## src/rtl/cr_pkg.sv

```systemverilog
package cr_pkg;

  typedef enum logic [1:0] {
    CMD_IDLE = 2'd0,
    CMD_SEND = 2'd1,
    CMD_JAM  = 2'd2
  } txCmd_e;

  typedef enum logic [2:0] {
    ST_IDLE    = 3'd0,
    ST_XMIT    = 3'd1,
    ST_WAITPRE = 3'd2,
    ST_JAM     = 3'd3,
    ST_BACKOFF = 3'd4
  } crState_e;

  // strobes from the control FSM to the datapath
  typedef struct packed {
    logic clrColl;     // new frame: clear collision count and late flag
    logic incColl;     // collision accepted
    logic captLate;    // latch late-collision decision
    logic clrJam;      // restart jam bit counter
    logic stepJam;     // one jam bit sent
    logic finOk;       // frame completed on the wire
    logic finFlush;    // frame given up
    logic reqBackoff;  // ask for a backoff delay
  } crStrobe_t;

endpackage

```

## src/rtl/cr_datapath.sv

```systemverilog
module cr_datapath
  import cr_pkg::*;
#(
  parameter int MAX_ATTEMPTS = 16,
  parameter int SLOT_BITS    = 512,
  parameter int JAM_BITS     = 32,
  parameter int BITCNT_W     = 14,
  localparam int CNT_W       = $clog2(MAX_ATTEMPTS + 1)
) (
  input  logic                clk,
  input  logic                rstN,
  input  crStrobe_t           strb,
  input  logic [BITCNT_W-1:0] bitCount,
  output logic                jamLast,
  output logic                lateSeen,
  output logic                attemptsUsed,
  output logic                jamBit,
  output logic                backoffReq,
  output logic [CNT_W-1:0]    attemptCnt,
  output logic                doneValid,
  output logic                flushReq,
  output logic                statOne,
  output logic                statMore,
  output logic                statRtry,
  output logic                statLcol
);

  localparam int JAM_W = (JAM_BITS > 1) ? $clog2(JAM_BITS) : 1;
  localparam logic [JAM_BITS-1:0] JAM_PATTERN = '0;

  logic [CNT_W-1:0] collCnt;
  logic [JAM_W-1:0] jamIdx;
  logic             lateFlag;

  // collision counter and late-collision flag
  always_ff @(posedge clk) begin
    if (!rstN) begin
      collCnt  <= '0;
      lateFlag <= 1'b0;
    end else if (strb.clrColl) begin
      collCnt  <= '0;
      lateFlag <= 1'b0;
    end else begin
      if (strb.incColl)  collCnt  <= collCnt + 1'b1;
      if (strb.captLate) lateFlag <= (bitCount >= BITCNT_W'(SLOT_BITS));
    end
  end

  // jam bit counter
  always_ff @(posedge clk) begin
    if (!rstN)             jamIdx <= '0;
    else if (strb.clrJam)  jamIdx <= '0;
    else if (strb.stepJam) jamIdx <= jamIdx + 1'b1;
  end

  assign jamLast      = (jamIdx == JAM_W'(JAM_BITS - 1));
  assign lateSeen     = lateFlag;
  assign attemptsUsed = (collCnt >= CNT_W'(MAX_ATTEMPTS));
  assign jamBit       = JAM_PATTERN[jamIdx];
  assign attemptCnt   = collCnt;

  // completion status, registered into a single-cycle pulse
  always_ff @(posedge clk) begin
    if (!rstN) begin
      doneValid  <= 1'b0;
      flushReq   <= 1'b0;
      statOne    <= 1'b0;
      statMore   <= 1'b0;
      statRtry   <= 1'b0;
      statLcol   <= 1'b0;
      backoffReq <= 1'b0;
    end else begin
      doneValid  <= strb.finOk | strb.finFlush;
      flushReq   <= strb.finFlush;
      statOne    <= strb.finOk & (collCnt == CNT_W'(1));
      statMore   <= strb.finOk & (collCnt > CNT_W'(1));
      statRtry   <= strb.finFlush & ~lateFlag;
      statLcol   <= strb.finFlush & lateFlag;
      backoffReq <= strb.reqBackoff;
    end
  end

  assert_attempt_bound_R5: assert property (@(posedge clk) disable iff (!rstN)
    collCnt <= CNT_W'(MAX_ATTEMPTS));

  assert_status_exclusive_R6: assert property (@(posedge clk) disable iff (!rstN)
    doneValid |-> $onehot0({statOne, statMore, statRtry, statLcol}));

  assert_flush_without_backoff_R8: assert property (@(posedge clk) disable iff (!rstN)
    flushReq |-> (doneValid && !backoffReq && !statOne && !statMore));

  assert_done_single_cycle_R10: assert property (@(posedge clk) disable iff (!rstN)
    doneValid |=> !doneValid);

  assert_status_only_on_done_R10: assert property (@(posedge clk) disable iff (!rstN)
    !doneValid |-> !(statOne || statMore || statRtry || statLcol || flushReq));

endmodule

```

## src/rtl/cr_ctrl.sv

```systemverilog
module cr_ctrl
  import cr_pkg::*;
(
  input  logic      clk,
  input  logic      rstN,
  input  logic      startReq,
  input  logic      colIn,
  input  logic      preambleDone,
  input  logic      txEnd,
  input  logic      noRetry,
  input  logic      backoffDone,
  input  logic      jamLast,
  input  logic      lateSeen,
  input  logic      attemptsUsed,
  output crStrobe_t strb,
  output txCmd_e    txCmd
);

  crState_e state, stateNxt;

  always_ff @(posedge clk) begin
    if (!rstN) state <= ST_IDLE;
    else       state <= stateNxt;
  end

  always_comb begin
    stateNxt = state;
    strb     = '0;
    unique case (state)
      ST_IDLE: begin
        if (startReq) begin
          strb.clrColl = 1'b1;
          stateNxt     = ST_XMIT;
        end
      end
      ST_XMIT: begin
        if (colIn) begin
          // collision takes precedence over a simultaneous end of frame
          strb.incColl  = 1'b1;
          strb.captLate = 1'b1;
          strb.clrJam   = 1'b1;
          stateNxt      = preambleDone ? ST_JAM : ST_WAITPRE;
        end else if (txEnd) begin
          strb.finOk = 1'b1;
          stateNxt   = ST_IDLE;
        end
      end
      ST_WAITPRE: begin
        if (preambleDone) stateNxt = ST_JAM;
      end
      ST_JAM: begin
        strb.stepJam = 1'b1;
        if (jamLast) begin
          if (lateSeen || noRetry || attemptsUsed) begin
            strb.finFlush = 1'b1;
            stateNxt      = ST_IDLE;
          end else begin
            strb.reqBackoff = 1'b1;
            stateNxt        = ST_BACKOFF;
          end
        end
      end
      ST_BACKOFF: begin
        if (backoffDone) stateNxt = ST_XMIT;
      end
      default: stateNxt = ST_IDLE;
    endcase
  end

  always_comb begin
    unique case (state)
      ST_XMIT, ST_WAITPRE: txCmd = CMD_SEND;
      ST_JAM:              txCmd = CMD_JAM;
      default:             txCmd = CMD_IDLE;
    endcase
  end

  assert_pre_sfd_holds_send_R1: assert property (@(posedge clk) disable iff (!rstN)
    (state == ST_XMIT && colIn && !preambleDone) |=> (txCmd == CMD_SEND));

  assert_jam_immediate_R2: assert property (@(posedge clk) disable iff (!rstN)
    (state == ST_XMIT && colIn && preambleDone) |=> (txCmd == CMD_JAM));

  assert_jam_runs_R3: assert property (@(posedge clk) disable iff (!rstN)
    (state == ST_JAM && !jamLast) |=> (txCmd == CMD_JAM));

  assert_backoff_waits_R4: assert property (@(posedge clk) disable iff (!rstN)
    (state == ST_BACKOFF && !backoffDone) |=> (txCmd == CMD_IDLE));

  assert_collision_wins_R9: assert property (@(posedge clk) disable iff (!rstN)
    (state == ST_XMIT && colIn && txEnd) |=> (txCmd != CMD_IDLE));

endmodule

```

## src/rtl/coll_retry_top.sv

```systemverilog
module coll_retry_top
  import cr_pkg::*;
#(
  parameter int MAX_ATTEMPTS = 16,
  parameter int SLOT_BITS    = 512,
  parameter int JAM_BITS     = 32,
  parameter int BITCNT_W     = 14
) (
  input  logic                                 clk,
  input  logic                                 rstN,
  input  logic                                 startReq,
  input  logic                                 colIn,
  input  logic [BITCNT_W-1:0]                  bitCount,
  input  logic                                 preambleDone,
  input  logic                                 txEnd,
  input  logic                                 noRetry,
  input  logic                                 backoffDone,
  output logic [1:0]                           txCmd,
  output logic                                 jamBit,
  output logic                                 backoffReq,
  output logic [$clog2(MAX_ATTEMPTS+1)-1:0]    attemptCnt,
  output logic                                 doneValid,
  output logic                                 flushReq,
  output logic                                 statOne,
  output logic                                 statMore,
  output logic                                 statRtry,
  output logic                                 statLcol
);

  crStrobe_t strb;
  txCmd_e    cmd;
  logic      jamLast;
  logic      lateSeen;
  logic      attemptsUsed;

  cr_ctrl ctrl_i (
    .clk          (clk),
    .rstN         (rstN),
    .startReq     (startReq),
    .colIn        (colIn),
    .preambleDone (preambleDone),
    .txEnd        (txEnd),
    .noRetry      (noRetry),
    .backoffDone  (backoffDone),
    .jamLast      (jamLast),
    .lateSeen     (lateSeen),
    .attemptsUsed (attemptsUsed),
    .strb         (strb),
    .txCmd        (cmd)
  );

  cr_datapath #(
    .MAX_ATTEMPTS (MAX_ATTEMPTS),
    .SLOT_BITS    (SLOT_BITS),
    .JAM_BITS     (JAM_BITS),
    .BITCNT_W     (BITCNT_W)
  ) dp_i (
    .clk          (clk),
    .rstN         (rstN),
    .strb         (strb),
    .bitCount     (bitCount),
    .jamLast      (jamLast),
    .lateSeen     (lateSeen),
    .attemptsUsed (attemptsUsed),
    .jamBit       (jamBit),
    .backoffReq   (backoffReq),
    .attemptCnt   (attemptCnt),
    .doneValid    (doneValid),
    .flushReq     (flushReq),
    .statOne      (statOne),
    .statMore     (statMore),
    .statRtry     (statRtry),
    .statLcol     (statLcol)
  );

  assign txCmd = cmd;

endmodule

```

## config.mk

```make
export PLATFORM = sky130hd
export DESIGN_NAME = coll_retry_top
export DESIGN_NICKNAME = d
export VERILOG_FILES = /design/src/rtl/cr_pkg.sv /design/src/rtl/cr_datapath.sv /design/src/rtl/cr_ctrl.sv /design/src/rtl/coll_retry_top.sv
export SDC_FILE = /design/constraint.sdc
export NUM_CORES = 1
export LEC_CHECK = 0
export BUFFER_PORTS_ARGS = -buffer_cell sky130_fd_sc_hd__buf_4
export CAP_MARGIN = 20
export CORE_UTILIZATION = 47
export DETAILED_ROUTE_END_ITERATION = 12
export PLACE_DENSITY = 0.79
export REMOVE_ABC_BUFFERS = 1
export SLEW_MARGIN = 10
export SYNTH_ARGS = -nofsm -noshare
export SYNTH_HDL_FRONTEND = slang
export SYNTH_SLANG_ARGS = --single-unit
```

## constraint.sdc

```tcl
create_clock -name clk -period 1.89 [get_ports clk]
set_clock_uncertainty 0.05 [all_clocks]
set_input_delay 0.2835 -clock clk [delete_from_list [all_inputs] [get_ports clk]]
set_output_delay 0.2835 -clock clk [all_outputs]
set_load 0.02 [all_outputs]
```

Yosys cells after proc, flatten, opt, wreduce, memory -nomap -nowiden
Memories as Yosys holds them, arrays and structs flattened. A register that Yosys moved wholly into a read port is not among the register bits.
Cells that the tools add are included.
- memory bits (read-only): 32
- output and inout bits: 15
- bits of input ports: 22
- logic and storage cells: 69
- memories kept: 1
- bits in registers: 21
- $lt $le $gt $ge: 4
- multiplexer cells: 25
- reductions and logical operators: 8
- eq/ne operators: 11
- bitwise operators: 7
- add/sub/neg operators: 2
- memory list (name ; depth ; width ; rd ports ; clocked after memory_dff ; write ports ; RTL line ; text):
    (name not given) ; 32 ; 1 ; 1 ; 1 ; 0 ; cr_datapath.sv:59 ; assign jamBit = JAM_PATTERN[jamIdx];
- operator list (cell ; number):
    two-way mux 3 bit ; 9
    one-hot mux 3 bit (5 select lines) ; 1
    >= comparator 14 x 10 -> 1 bit, second input constant ; 1
    adder 5 x 1 -> 5 bit, second input constant ; 2
    two-way mux 1 bit ; 10
    two-way mux 5 bit ; 2
    equality test 3 x 2 -> 1 bit, second input constant ; 2
    < comparator 5 x 6 -> 1 bit, second input constant ; 1
    != test 2 bit, second input constant ; 3
    OR reduction 2 bit ; 3
    equality test 5 x 1 -> 1 bit, second input constant ; 1
    equality test 5 bit, second input constant ; 1
    >= comparator 5 bit, second input constant ; 1
    greater-than comparator 5 x 1 -> 1 bit, second input constant ; 1
    AND reduction 5 bit ; 1
    AND 1 bit ; 4
    two-way mux 2 bit ; 2
    one-hot mux 2 bit (2 select lines) ; 1
    equality test 3 x 1 -> 1 bit, second input constant ; 1
    equality test 3 bit, second input constant ; 1
    logical NOT 3 bit ; 1
    != test 3 bit, second input constant ; 1
    AND reduction 3 bit ; 1
    logical OR 1 bit ; 2
    3 further kinds ; 4

Longest topological paths before layout
Gate-level depths: netlist of run 1.
- depth after elaboration: 6
- mapped depth: 7
- depth with buffers taken out: 7

Cells and area by module
From an unflattened synthesis of run 1, not the netlist that was laid out.
- cells, all modules: 113
- area, all modules: 1064.8 sq um
- by module, submodules not included (module ; area an instance (sq um) ; times used ; sequential area each (sq um) ; cells each):
    cr_datapath ; 777.0 ; 1 ; 360.3 ; 76
    cr_ctrl ; 287.8 ; 1 ; 60.1 ; 37

Least setup slack after synthesis of run 1
OpenSTA, ideal clock, no wires.
- kind: register to register
- from: register dp_i.jamIdx[0]
- to: register ctrl_i.state[1]
- path buffers: 0
- data required time: 1768 ps
- slack: 391 ps
- library setup time: 72 ps
- arrival time: 1377 ps
- cell stages (with the launch flop): 8
- period minus slack after synthesis: 1499 ps
- path through: dfxtp_1 -> ha_1 -> and3_1 -> ha_1 -> nand2_1 -> o21ai_0 -> o21ai_2 -> mux2i_1
- cells in the longest elaborated chain, start to end: 3
- RTL lines (item ; RTL line ; text):
    start: declaration ; cr_datapath.sv:32 ; logic [JAM_W-1:0] jamIdx;
    start signal: assignment ; cr_datapath.sv:53 ; else if (strb.stepJam) jamIdx <= jamIdx + 1'b1;
    equality test 5 bit ; cr_datapath.sv:56 ; assign jamLast = (jamIdx == JAM_W'(JAM_BITS - 1));
    != test 2 x 1 -> 1 bit (no line) ; - ;
    AND reduction 5 bit (no line) ; - ;
    end signal: assignment ; cr_ctrl.sv:23 ; else state <= stateNxt;
    end: declaration ; cr_ctrl.sv:19 ; crState_e state, stateNxt;
No other way between the ends.
A chain may end at the register's enable or synchronous reset.

Worst setup path in the final report of run 1
- from: register ctrl_i.state[1]
- to: output port txCmd[0]
- cells in the longest elaborated chain, start to end: 3
- elaborated cells between the ends (all ways): 5
- classes of those cells: eq/ne (3); mux (1); reduce/logical (1)
- RTL lines (item ; RTL line ; text):
    equality test 3 x 1 -> 1 bit / equality test 3 x 2 -> 1 bit (equally long branches) ; cr_ctrl.sv:71 ; unique case (state)
    OR reduction 2 bit ; cr_ctrl.sv:71 ;
    one-hot mux 2 bit (2 select lines) * ; cr_ctrl.sv:71 ;
    end: declaration ; coll_retry_top.sv:18 ; output logic [1:0] txCmd,
Every way passes the cells marked *; elsewhere a longest branch is shown, timed or not.

==> results by group, run 1 <==
Routing
  – First drt pass iteration count: 4
  – Initial drt markers: 14
  – DR WL/cell: 12.2 um
  – DRT Wirelength: 1970 um
  – DRC Markers: 0
  – DR vias: 839
  – Post-route ant nets: 0
  – Vias per cell: 5.18

Synth
  – #FFs+latches synth: 21
  – Dominant cell type by area after synthesis: dfxtp_1
  – Top cells by area, synth: dfxtp_1 (42%), nor2_1 (6.3%), mux2i_1 (5.9%)
  – Synth top area share: 0.416
  – Ys flop type: dfxtp_1
  – Sequential share of the synthesized area: 0.416
  – Syn Area/Cell: 9.36 sq um
  – Post-synthesis instance total: 108
  – Netlist cell types: 31
  – Ys async rst share: 0
  – Synthesized cell area: 1010 sq um
  – Post-synth EDFFs: 0
  – Synth Warn #: 0

Status
  – Status: finished, final reports clean

Die
  – Die Ht: 48.4 um
  – Core Rows: 16
  – Starting utilization of the core area: 0.505
  – Die X: 48.4 um
  – I/O pins: 37
  – Core Area: 2000 sq um
  – Die area: 2340 sq um

Critical path
  – Max FO, Critical Path: 7
  – Data required, critical path: 1.56 ns
  – CP arrival: 1.42 ns
  – Setup Crit Path Kind: flip-flop to primary output
  – R2R depth: 7
  – Nature of the critical path startpoint: flip-flop
  – Worst Setup End Kind: primary output

Final layout
  – Commonest non-fill, non-tap cell in the layout: buf_4
  – Layout cell share with drive strength beyond 1: 0.281
  – Area grow syn2layout: 23.3%
  – Final cell count without fillers: 162
  – Nets: 162
  – Diodes inserted: 0
  – Most frequent cells in the layout: buf_4 (30), dfxtp_1 (21), nor2_1 (17), nand2_1 (9), mux2i_1 (6)
  – Layout filler cell count: 182

Global routing
  – First-pass GRT wire length: 3310 um
  – Initial antenna violation count: 0
  – Global route total overflow: 0
  – Vias in the first global route: 793
  – GRT Resource Usage Total: 0.183
  – Pin count of the biggest net entering global routing: 14

CTS
  – Post-CTS Hold Buffers: 0
  – CTS clock-pin slew for the worst setup and hold paths: 0.13 ns
  – Post-CTS Setup Inserts: 0
  – Resize count post-CTS: 0
  – Clock Tree Buf Depth: 2
  – Root Driver: clkbuf_4
  – # clock sinks: 21
  – Worst skew pair latency: 0.31 ns
  – TritonCTS clock tree: built
  – Number of buffers created by CTS: 3
  – H-Tree Depth: 1

Placed design
  – Port buffer count: 26
  – Post-detail-place hpwl: 1500 um
  – Placed Cells: 158
  – Routability-driven placement congestion ratio: 0.742

Power
  – Net switching power: 0.246 mW
  – Net Sw Frac: 0.287
  – Leak: 0.552 nW
  – Combinational share of power: 0.187
  – Seq pwr share: 0.545
  – Worst VDD drop: 340 uV
  – Clock Power Share: 0.268
  – Power Dens Cells: 689 nW/um^2
  – Internal Power: 0.613 mW

Timing
  – Final hold vios: 0
  – Fmax achieved: 572 MHz
  – Setup violations, final: 0
  – Pins over their slew limit: 0
  – Setup TNS Final: 0 ns
  – RSZ-0062 raised after global routing: false
  – Minimum clock period: 1.75 ns
  – Final period utilization: 0.926

Job
  – Maxcap violations: 0

Worst hold path
  – Hold Crit Class: primary input to flip-flop
  – WHS Path Cells: 3
[area by class of cell]
class                           count  area (sq um)  area share
Sequential cell                    21           420       0.337
Clock inverter                      1          7.51     0.00602
Multi-Input combinational cell     76           522       0.419
Inverter                            4          15.0      0.0120
Tap cell                           27          33.8      0.0271
Timing Repair Buffer               30           225       0.181
Clock buffer                        3          22.5      0.0181
[per-layer routing]
layer / track usage / part of all wire
met1: 0.202 / 0.43
met2: 0.340 / 0.52
met3: 0.0283 / 0.031
met4: 0.0882 / 0.017
met5: 0 / 0
[kinds of logic after synthesis]
kind of cell	count (synthesis)	synth area share
adders and majority gates	4	0.0495
other	1	0.00371
and+or+nand+nor	46	0.239
muxes	6	0.0594
AOI/OAI and AO/OA	11	0.0941
buffers and inverters	11	0.0693
DFF	21	0.416
xor gates and xnor gates	8	0.0693
[path summary, 6_finish.rpt]
path / start / endpoint / slack [ns]
worst max register to register: dp_i.jamIdx[0] / ctrl_i.state[1] / 0.23
worst min-delay path: noRetry / dp_i.backoffReq / 0.22
worst min register to register: dp_i.lateSeen / dp_i.statRtry / 0.43
worst max-delay path: ctrl_i.state[1] / txCmd[0] / 0.14
[power by group through the flow]
stage	logic, mW	registers, mW	clock network (mW)
2_1_floorplan	0.0825	0.489	0
3_3_place_gp	0.154	0.477	0
3_5_place_dp	0.160	0.478	0
4_1_cts	0.160	0.468	0.237
5_1_grt	0.175	0.470	0.245
6_report	0.160	0.468	0.230
[synthesized netlist by cell type, drive strengths merged (2+ instances only)]
| library cell | number |
|---|---|
| xnor2 | 3 |
| nand2 | 9 |
| nor3 | 3 |
| ha | 4 |
| nand3 | 3 |
| and2 | 2 |
| o21ai | 2 |
| buf | 7 |
| a21oi | 4 |
| nor2 | 17 |
| and3 | 2 |
| xor2 | 5 |
| dfxtp | 21 |
| nand4 | 3 |
| mux2i | 6 |
| inv | 4 |
| nand2b | 2 |
[sequential cells by signal, summed over array words and instances, names as in the netlist]
signal	count
dp_i.statRtry	1
dp_i.jamIdx	5
dp_i.statLcol	1
dp_i.lateSeen	1
dp_i.statOne	1
dp_i.backoffReq	1
dp_i.attemptCnt	5
dp_i.flushReq	1
ctrl_i.state	3
dp_i.statMore	1
dp_i.doneValid	1
[metrics by stage]
| step | util | setup slack, ns | hold slack (ns) | cell area (sq um) | total power, mW |
|---|---|---|---|---|---|
| after floorplan | - | 0.330 | 0.372 | 956 | 0.571 |
| after global placement | 0.607 | 0.295 | 0.389 | 1210 | 0.631 |
| after detailed placement | 0.607 | 0.263 | 0.400 | 1210 | 0.638 |
| after CTS | 0.622 | 0.0651 | 0.216 | 1240 | 0.865 |
| after global routing | 0.623 | 0.0704 | 0.226 | 1250 | 0.890 |
| final | 0.623 | 0.141 | 0.223 | 1250 | 0.859 |
[worst max-delay path, cell delays in order (launching register included)]
cell and delay [ns]:
dfxtp_1 0.54, buf_4 0.23, xnor2_1 0.12, nor2_1 0.06, buf_4 0.15
No activity file was read; power rests on OpenSTA's default activity.
==> inputs of run 2 (changes only) <==
--- a/config.mk
+++ b/config.mk
@@ -7,11 +7,12 @@
 export LEC_CHECK = 0
 export BUFFER_PORTS_ARGS = -buffer_cell sky130_fd_sc_hd__buf_4
 export CAP_MARGIN = 20
-export CORE_UTILIZATION = 47
+export CORE_UTILIZATION = 48
 export DETAILED_ROUTE_END_ITERATION = 12
 export PLACE_DENSITY = 0.79
 export REMOVE_ABC_BUFFERS = 1
 export SLEW_MARGIN = 10
 export SYNTH_ARGS = -nofsm -noshare
 export SYNTH_HDL_FRONTEND = slang
+export SYNTH_HIERARCHICAL = 1
 export SYNTH_SLANG_ARGS = --single-unit
==> run 2 against run 1 <==
Effect of this change:
- non-clock buffer count is 2 higher
- clock power is 5% lower
- global-route usage is 1.3 points lower
- critical path depth is 1 lower
- clock-buffer cell count stayed put
- combinational power is 16% lower
- sequential cell count stayed put
- synthesized area is 5.3% higher
- cell count is 1.9% higher
- register-to-register slack better by 0.02 ns
- sequential power is 2% lower
- largest power group unchanged
==> results by group, run 2 <==
CTS
  – Resize count post-CTS: 0 (unchanged)
  – Number of buffers created by CTS: 3 (unchanged)
  – Root Driver: clkbuf_4 (unchanged)
  – CTS clock-pin slew for the worst setup and hold paths: 0.12 ns (was 0.13 ns)
  – # clock sinks: 21 (unchanged)
  – Worst skew pair latency: 0.31 ns (about the same)
  – H-Tree Depth: 1 (unchanged)
  – Clock Tree Buf Depth: 2 (unchanged)
  – Post-CTS Hold Buffers: 0 (unchanged)
  – TritonCTS clock tree: built (unchanged)
  – Post-CTS Setup Inserts: 0 (unchanged)

Global routing
  – Initial antenna violation count: 0 (unchanged)
  – Pin count of the biggest net entering global routing: 18 (was 14)
  – GRT Resource Usage Total: 0.171 (was 0.183)
  – Vias in the first global route: 753 (was 793)
  – Global route total overflow: 0 (unchanged)
  – First-pass GRT wire length: 3170 um (was 3310 um)

Worst hold path
  – WHS Path Cells: 3 (unchanged)
  – Hold Crit Class: primary input to flip-flop (unchanged)

Critical path
  – CP Cell Sequence: nand2b_2 > nor2_2 > buf_4 (was buf_4 > xnor2_1 > nor2_1 > buf_4)
  – Critical-path top delay cell: dfxtp_1 (unchanged)
  – Worst Setup End Kind: primary output (unchanged)
  – R2R depth: 7 (unchanged)
  – RR Startpoint: dp_i/jamIdx[0] (was dp_i.jamIdx[0])
  – CP arrival: 1.36 ns (was 1.42 ns)
  – Crit path to: txCmd[1] (was txCmd[0])
  – Setup Crit Path Kind: flip-flop to primary output (unchanged)
  – Nature of the critical path startpoint: flip-flop (unchanged)
  – FF-to-FF End: dp_i/statRtry (was ctrl_i.state[1])
  – Crit. path cell count: 3 (was 4)
  – Crit-path leading delay family: simple AND/OR/NAND/NOR gates (was flip-flops)
  – Data required, critical path: 1.56 ns (about the same)
  – Critical path buffer and inverter count: 1 (was 2)
  – Critical path startpoint: ctrl_i/state[2] (was ctrl_i.state[1])
  – Max FO, Critical Path: 7 (unchanged)
  – R2R setup slack: 0.25 ns (was 0.23 ns)
  – Critical Path Max Stage Delay: 0.33 ns (was 0.54 ns)

Final layout
  – Commonest non-fill, non-tap cell in the layout: buf_4 (unchanged)
  – Layout filler cell count: 169 (was 182)
  – Design area: 1300 sq um (was 1250 sq um)
  – Most frequent cells in the layout: buf_4 (32), dfxtp_1 (21), nor2_1 (9), mux2i_1 (7) (was buf_4 (30), dfxtp_1 (21), nor2_1 (17), nand2_1 (9), mux2i_1 (6))
  – Nets: 166 (was 162)
  – Area grow syn2layout: 21.9% (was 23.3%)
  – FF/Latch Area: 420 sq um (unchanged)
  – Multi-input gate area: 561 sq um (was 522 sq um)
  – Layout cell share with drive strength beyond 1: 0.290 (was 0.281)
  – Diodes inserted: 0 (unchanged)

Timing
  – Setup TNS Final: 0 ns (unchanged)
  – Fmax achieved: 591 MHz (was 572 MHz)
  – Worst Tran Pin Value: 0.502 ns
  – Final hold vios: 0 (unchanged)
  – RSZ-0062 raised after global routing: false (unchanged)
  – Setup violations, final: 0 (unchanged)
  – Final period utilization: 0.895 (was 0.926)
  – Minimum clock period: 1.69 ns (was 1.75 ns)
  – Slew Limit Headroom: 0.661
  – Pins over their slew limit: 0 (unchanged)

Placed design
  – Routability-driven placement congestion ratio: 0.725 (was 0.742)
  – Placed Area: 1270 sq um (was 1210 sq um)
  – Port buffer count: 26 (unchanged)
  – Post-detail-place hpwl: 1500 um (about the same)

Job
  – Maxcap violations: 0 (unchanged)

Routing
  – First drt pass iteration count: 4 (unchanged)
  – Post-route ant nets: 0 (unchanged)
  – Met3 WL: 66 um (was 61 um)
  – DRC Markers: 0 (unchanged)
  – DRT Wirelength: 1940 um (was 1970 um)
  – Met2 WL: 953 um (was 1030 um)
  – DR vias: 868 (was 839)
  – DR WL/cell: 11.8 um (was 12.2 um)
  – Routed length on met1: 882 um (was 845 um)
  – DR top layer: met4 (unchanged)
  – Vias per cell: 5.26 (was 5.18)
  – Initial drt markers: 13 (was 14)

Status
  – Status: finished, final reports clean (unchanged)

Die
  – Core Area: 2020 sq um (was 2000 sq um)
  – Starting utilization of the core area: 0.527 (was 0.505)
  – I/O pins: 37 (unchanged)
  – Die Ht: 49.1 um (was 48.4 um)
  – Core Rows: 16 (unchanged)
  – Die X: 49.1 um (was 48.4 um)
  – Die area: 2410 sq um (was 2340 sq um)

Synth
  – #FFs+latches synth: 21 (unchanged)
  – Synthesized cell area: 1060 sq um (was 1010 sq um)
  – Post-synthesis instance total: 113 (was 108)
  – Dominant cell type by area after synthesis: dfxtp_1 (unchanged)
  – Synth Warn #: 6 (was 0)
  – Ys async rst share: 0 (unchanged)
  – Synth top area share: 0.395 (was 0.416)
  – Netlist cell types: 35 (was 31)
  – Syn Area/Cell: 9.42 sq um (was 9.36 sq um)
  – Sequential share of the synthesized area: 0.395 (was 0.416)
  – Most numerous cell in the Yosys netlist: dfxtp_1 (unchanged)
  – Ys flop type: dfxtp_1 (unchanged)
  – Most frequent cells after synthesis: dfxtp_1 (21), nor2_1 (10), buf_4 (7), mux2i_1 (7) (was dfxtp_1 (21), nor2_1 (17), nand2_1 (9), mux2i_1 (6), xor2_1 (5))
  – Post-synth EDFFs: 0 (unchanged)
  – Top cells by area, synth: dfxtp_1 (39%), mux2i_1 (6.6%), ha_1 (5.9%) (was dfxtp_1 (42%), nor2_1 (6.3%), mux2i_1 (5.9%))

Power
  – Total power: 0.811 mW (was 0.859 mW)
  – Power Dens Cells: 625 nW/um^2 (was 689 nW/um^2)
  – Worst VDD drop: 502 uV (was 340 uV)
  – Leak: 0.565 nW (was 0.552 nW)
-- run 2: logic make-up after synthesis --
kind of cell,after synthesis,share of synthesized area
other cells,1,0.00352
mux,7,0.0658
fa+ha+maj,5,0.0588
simple gates,46,0.273
compound gates,15,0.0987
xor+xnor,3,0.0247
flops,21,0.395
buf+inv,15,0.0811
-- run 2: area by class of cell --
cell class,count,area share
Timing Repair Buffer,32,0.185
Clock buffer,3,0.0174
Inverter,4,0.0116
Tap cell,27,0.0260
Clock inverter,1,0.00386
Multi-Input combinational cell,77,0.432
Sequential cell,21,0.324
-- run 2: per-layer routing --
layer | GRT usage | up-vias
li1 | - | 437
met1 | 0.199 | 405
met2 | 0.297 | 21
met3 | 0.0280 | 5
met4 | 0.0882 | 0
met5 | 0 | -
-- run 2: power breakdown --
part           internal, mW  switching (mW)
clock                0.0791           0.139
sequential            0.451         0.00816
combinational        0.0680          0.0663
-- run 2: tightest hold or removal path: cells and delay by family --
family                 cells  cell delay, ns
AO/OA/AOI/OAI              1            0.07
buffers and inverters      1            0.10
AND/OR/NAND/NOR            1            0.08
-- run 2: worst min-delay path by stage --
stage             startpoint         endpoint
2_1_floorplan           rstN  ctrl_i/state[2]
3_3_place_gp   dp_i/lateSeen    dp_i/statRtry
3_5_place_dp   dp_i/lateSeen    dp_i/statRtry
4_1_cts          bitCount[9]    dp_i/lateSeen
5_1_grt                 rstN   dp_i/doneValid
6_report         bitCount[9]    dp_i/lateSeen
-- run 2: per-stage QoR --
step	setup WS (ns)	std cells	util	hold slack (ns)
floorplan	0.253	102	-	0.351
finish	0.198	165	0.642	0.204
global route	0.0646	165	0.642	0.216
global placement	0.334	161	0.627	0.414
detailed placement	0.268	161	0.627	0.433
CTS	0.0317	165	0.640	0.202
==> inputs of run 3 (changes only) <==
--- a/config.mk
+++ b/config.mk
@@ -11,6 +11,7 @@
 export DETAILED_ROUTE_END_ITERATION = 12
 export PLACE_DENSITY = 0.79
 export REMOVE_ABC_BUFFERS = 1
+export SETUP_SLACK_MARGIN = 0.5
 export SLEW_MARGIN = 10
 export SYNTH_ARGS = -nofsm -noshare
 export SYNTH_HDL_FRONTEND = slang
==> run 3 against run 2 <==
Effect of this change:
- power rose by 10%
- clock-buffer cell count is the same
- worst hold slack lost 0.0058 ns
- clock power up 2%
- first-iteration DRC count rose by 38%
- routed wire length up 42%
- utilization is 14 points higher
- fmax grew 12%
- non-clock buffer count is 19 higher
- largest cell class unchanged
- combinational power rose by 58%
- register-to-register slack improved by 0.16 ns
- setup slack improved by 0.18 ns
==> results by group, run 3 (synthesis results as in run 2) <==
Timing
  – RSZ-0062 raised after global routing: true (was false)
  – Final hold vios: 0 (unchanged)
  – Setup TNS Final: 0 ns (unchanged)
  – Pins over their slew limit: 0 (unchanged)
  – Final period utilization: 0.798 (was 0.895)
  – Fmax achieved: 663 MHz (was 591 MHz)
  – Final worst slack: 0.383 ns (was 0.198 ns)
  – Setup violations, final: 0 (unchanged)
  – Minimum clock period: 1.51 ns (was 1.69 ns)

Worst hold path
  – WHS Path Cells: 3 (unchanged)
  – Hold path startpoint: bitCount[9] (unchanged)
  – Hold Crit Class: primary input to flip-flop (unchanged)
  – WHS Endpoint: dp_i/lateSeen (unchanged)

Routing
  – DR vias: 983 (was 868)
  – Vias per cell: 5.34 (was 5.26)
  – Post-route ant nets: 0 (unchanged)
  – DRC Markers: 0 (unchanged)
  – First drt pass iteration count: 4 (unchanged)
  – Initial drt markers: 18 (was 13)
  – DRT Wirelength: 2770 um (was 1940 um)
  – DR WL/cell: 15.0 um (was 11.8 um)

Status
  – Status: finished, final reports clean (unchanged)

Critical path
  – Worst Setup End Kind: primary output (unchanged)
  – Max FO, Critical Path: 3 (was 7)
  – Critical-path top delay cell: dfxtp_2 (was dfxtp_1)
  – FF-to-FF End: ctrl_i/state[1] (was dp_i/statRtry)
  – Critical Path Max Stage Delay: 0.36 ns (was 0.33 ns)
  – CP arrival: 1.17 ns (was 1.36 ns)
  – Nature of the critical path startpoint: flip-flop (unchanged)
  – CP Cell Sequence: buf_6 > xnor2_2 > nor2_1 > buf_4 (was nand2b_2 > nor2_2 > buf_4)
  – R2R depth: 7 (unchanged)
  – RR Startpoint: dp_i/jamIdx[1] (was dp_i/jamIdx[0])
  – R2R setup slack: 0.41 ns (was 0.25 ns)
  – Data required, critical path: 1.56 ns (about the same)
  – Setup Crit Path Kind: flip-flop to primary output (unchanged)

Power
  – Worst VDD drop: 499 uV (was 502 uV)
  – Power Dens Cells: 562 nW/um^2 (was 625 nW/um^2)
  – Leak: 0.702 nW (was 0.565 nW)
  – Total power: 0.894 mW (was 0.811 mW)

Final layout
  – Diodes inserted: 0 (unchanged)
  – Area grow syn2layout: 49.4% (was 21.9%)
  – Layout cell share with drive strength beyond 1: 0.497 (was 0.290)
  – Commonest non-fill, non-tap cell in the layout: buf_4 (unchanged)
  – Most frequent cells in the layout: buf_4 (47), dfxtp_1 (17), nor2_1 (8), mux2i_1 (7), nand3b_1 (5) (was buf_4 (32), dfxtp_1 (21), nor2_1 (9), mux2i_1 (7))
  – Nets: 185 (was 166)

Placed design
  – Routability-driven placement congestion ratio: 0.725 (unchanged)
  – Dpl ws: 0.268 ns (unchanged)
  – Port buffer count: 26 (unchanged)
  – Post-detail-place hpwl: 1500 um (unchanged)

Global routing
  – Global route total overflow: 0 (unchanged)
  – Vias in the first global route: 897 (was 753)
  – First-pass GRT wire length: 3800 um (was 3170 um)
  – Pin count of the biggest net entering global routing: 18 (unchanged)
  – Initial antenna violation count: 0 (unchanged)
  – GRT Resource Usage Total: 0.205 (was 0.171)

Die
  – Die area: 2410 sq um (unchanged)
  – Core Area: 2020 sq um (unchanged)
  – Core Rows: 16 (unchanged)
  – I/O pins: 37 (unchanged)
  – Die X: 49.1 um (unchanged)
  – Die Ht: 49.1 um (unchanged)
  – Starting utilization of the core area: 0.527 (unchanged)

CTS
  – Number of buffers created by CTS: 3 (unchanged)
  – Clock Tree Buf Depth: 2 (unchanged)
  – Post-CTS Hold Buffers: 0 (unchanged)
  – CTS clock-pin slew for the worst setup and hold paths: 0.12 ns (about the same)
  – TritonCTS clock tree: built (unchanged)
  – # clock sinks: 21 (unchanged)
  – H-Tree Depth: 1 (unchanged)
  – Worst skew pair latency: 0.31 ns (about the same)
  – Root Driver: clkbuf_4 (unchanged)

Job
  – Maxcap violations: 0 (unchanged)
run 3: stage by stage:
stage	util	cell area, sq um	instances	hold WS [ns]
floorplan	-	993	102	0.351
global placement	0.627	1270	161	0.414
detailed placement	0.627	1270	161	0.433
CTS	0.738	1490	178	0.199
global route	0.787	1590	184	0.236
finish	0.787	1590	184	0.198
run 3: power breakdown:
group          total, mW  internal [mW]  switching [mW]
logic              0.212          0.115          0.0964
registers          0.460          0.452         0.00851
clock network      0.222         0.0792           0.142
run 3: timing repair:
action / in CTS / in global routing
gates resized for setup: 23 / 10
pin swaps: 6 / 6
endpoints found under the setup margin: 23 / 17
gates cloned: 0 / 0
setup buffers: 13 / 6
run 3: layer usage:
metal | wire length, um | track usage | up-vias
met3 | 89 | 0.0312 | 9
met4 | 56 | 0.118 | 0
li1 | - | - | 478
met2 | 1400 | 0.352 | 29
met5 | 0 | 0 | -
met1 | 1220 | 0.240 | 467
run 3: critical path, delay by kind of cell, from the launching register on:
kind	cells	cell delay, ns
xor+xnor	1	0.12
buf+inv	2	0.28
simple gates	1	0.11
flops	1	0.36
run 3: cell type report:
cell class | count | area (sq um)
tap | 27 | 33.8
inverter | 4 | 15.0
timing repair buffer | 51 | 398
sequential | 21 | 425
clock inverter | 1 | 5.00
clock buffer | 3 | 22.5
fill | 132 | 432
multi-input combinational | 77 | 691
run 3: how the worst max path moves through the flow:
| stage | startpoint | end |
|---|---|---|
| floorplan | ctrl_i/state[2] | dp_i/jamIdx[3] |
| global route | ctrl_i/state[1] | txCmd[0] |
| detailed placement | dp_i/jamIdx[0] | dp_i/statRtry |
| finish | ctrl_i/state[1] | txCmd[0] |
| CTS | ctrl_i/state[1] | txCmd[0] |
| global placement | dp_i/jamIdx[0] | dp_i/statRtry |
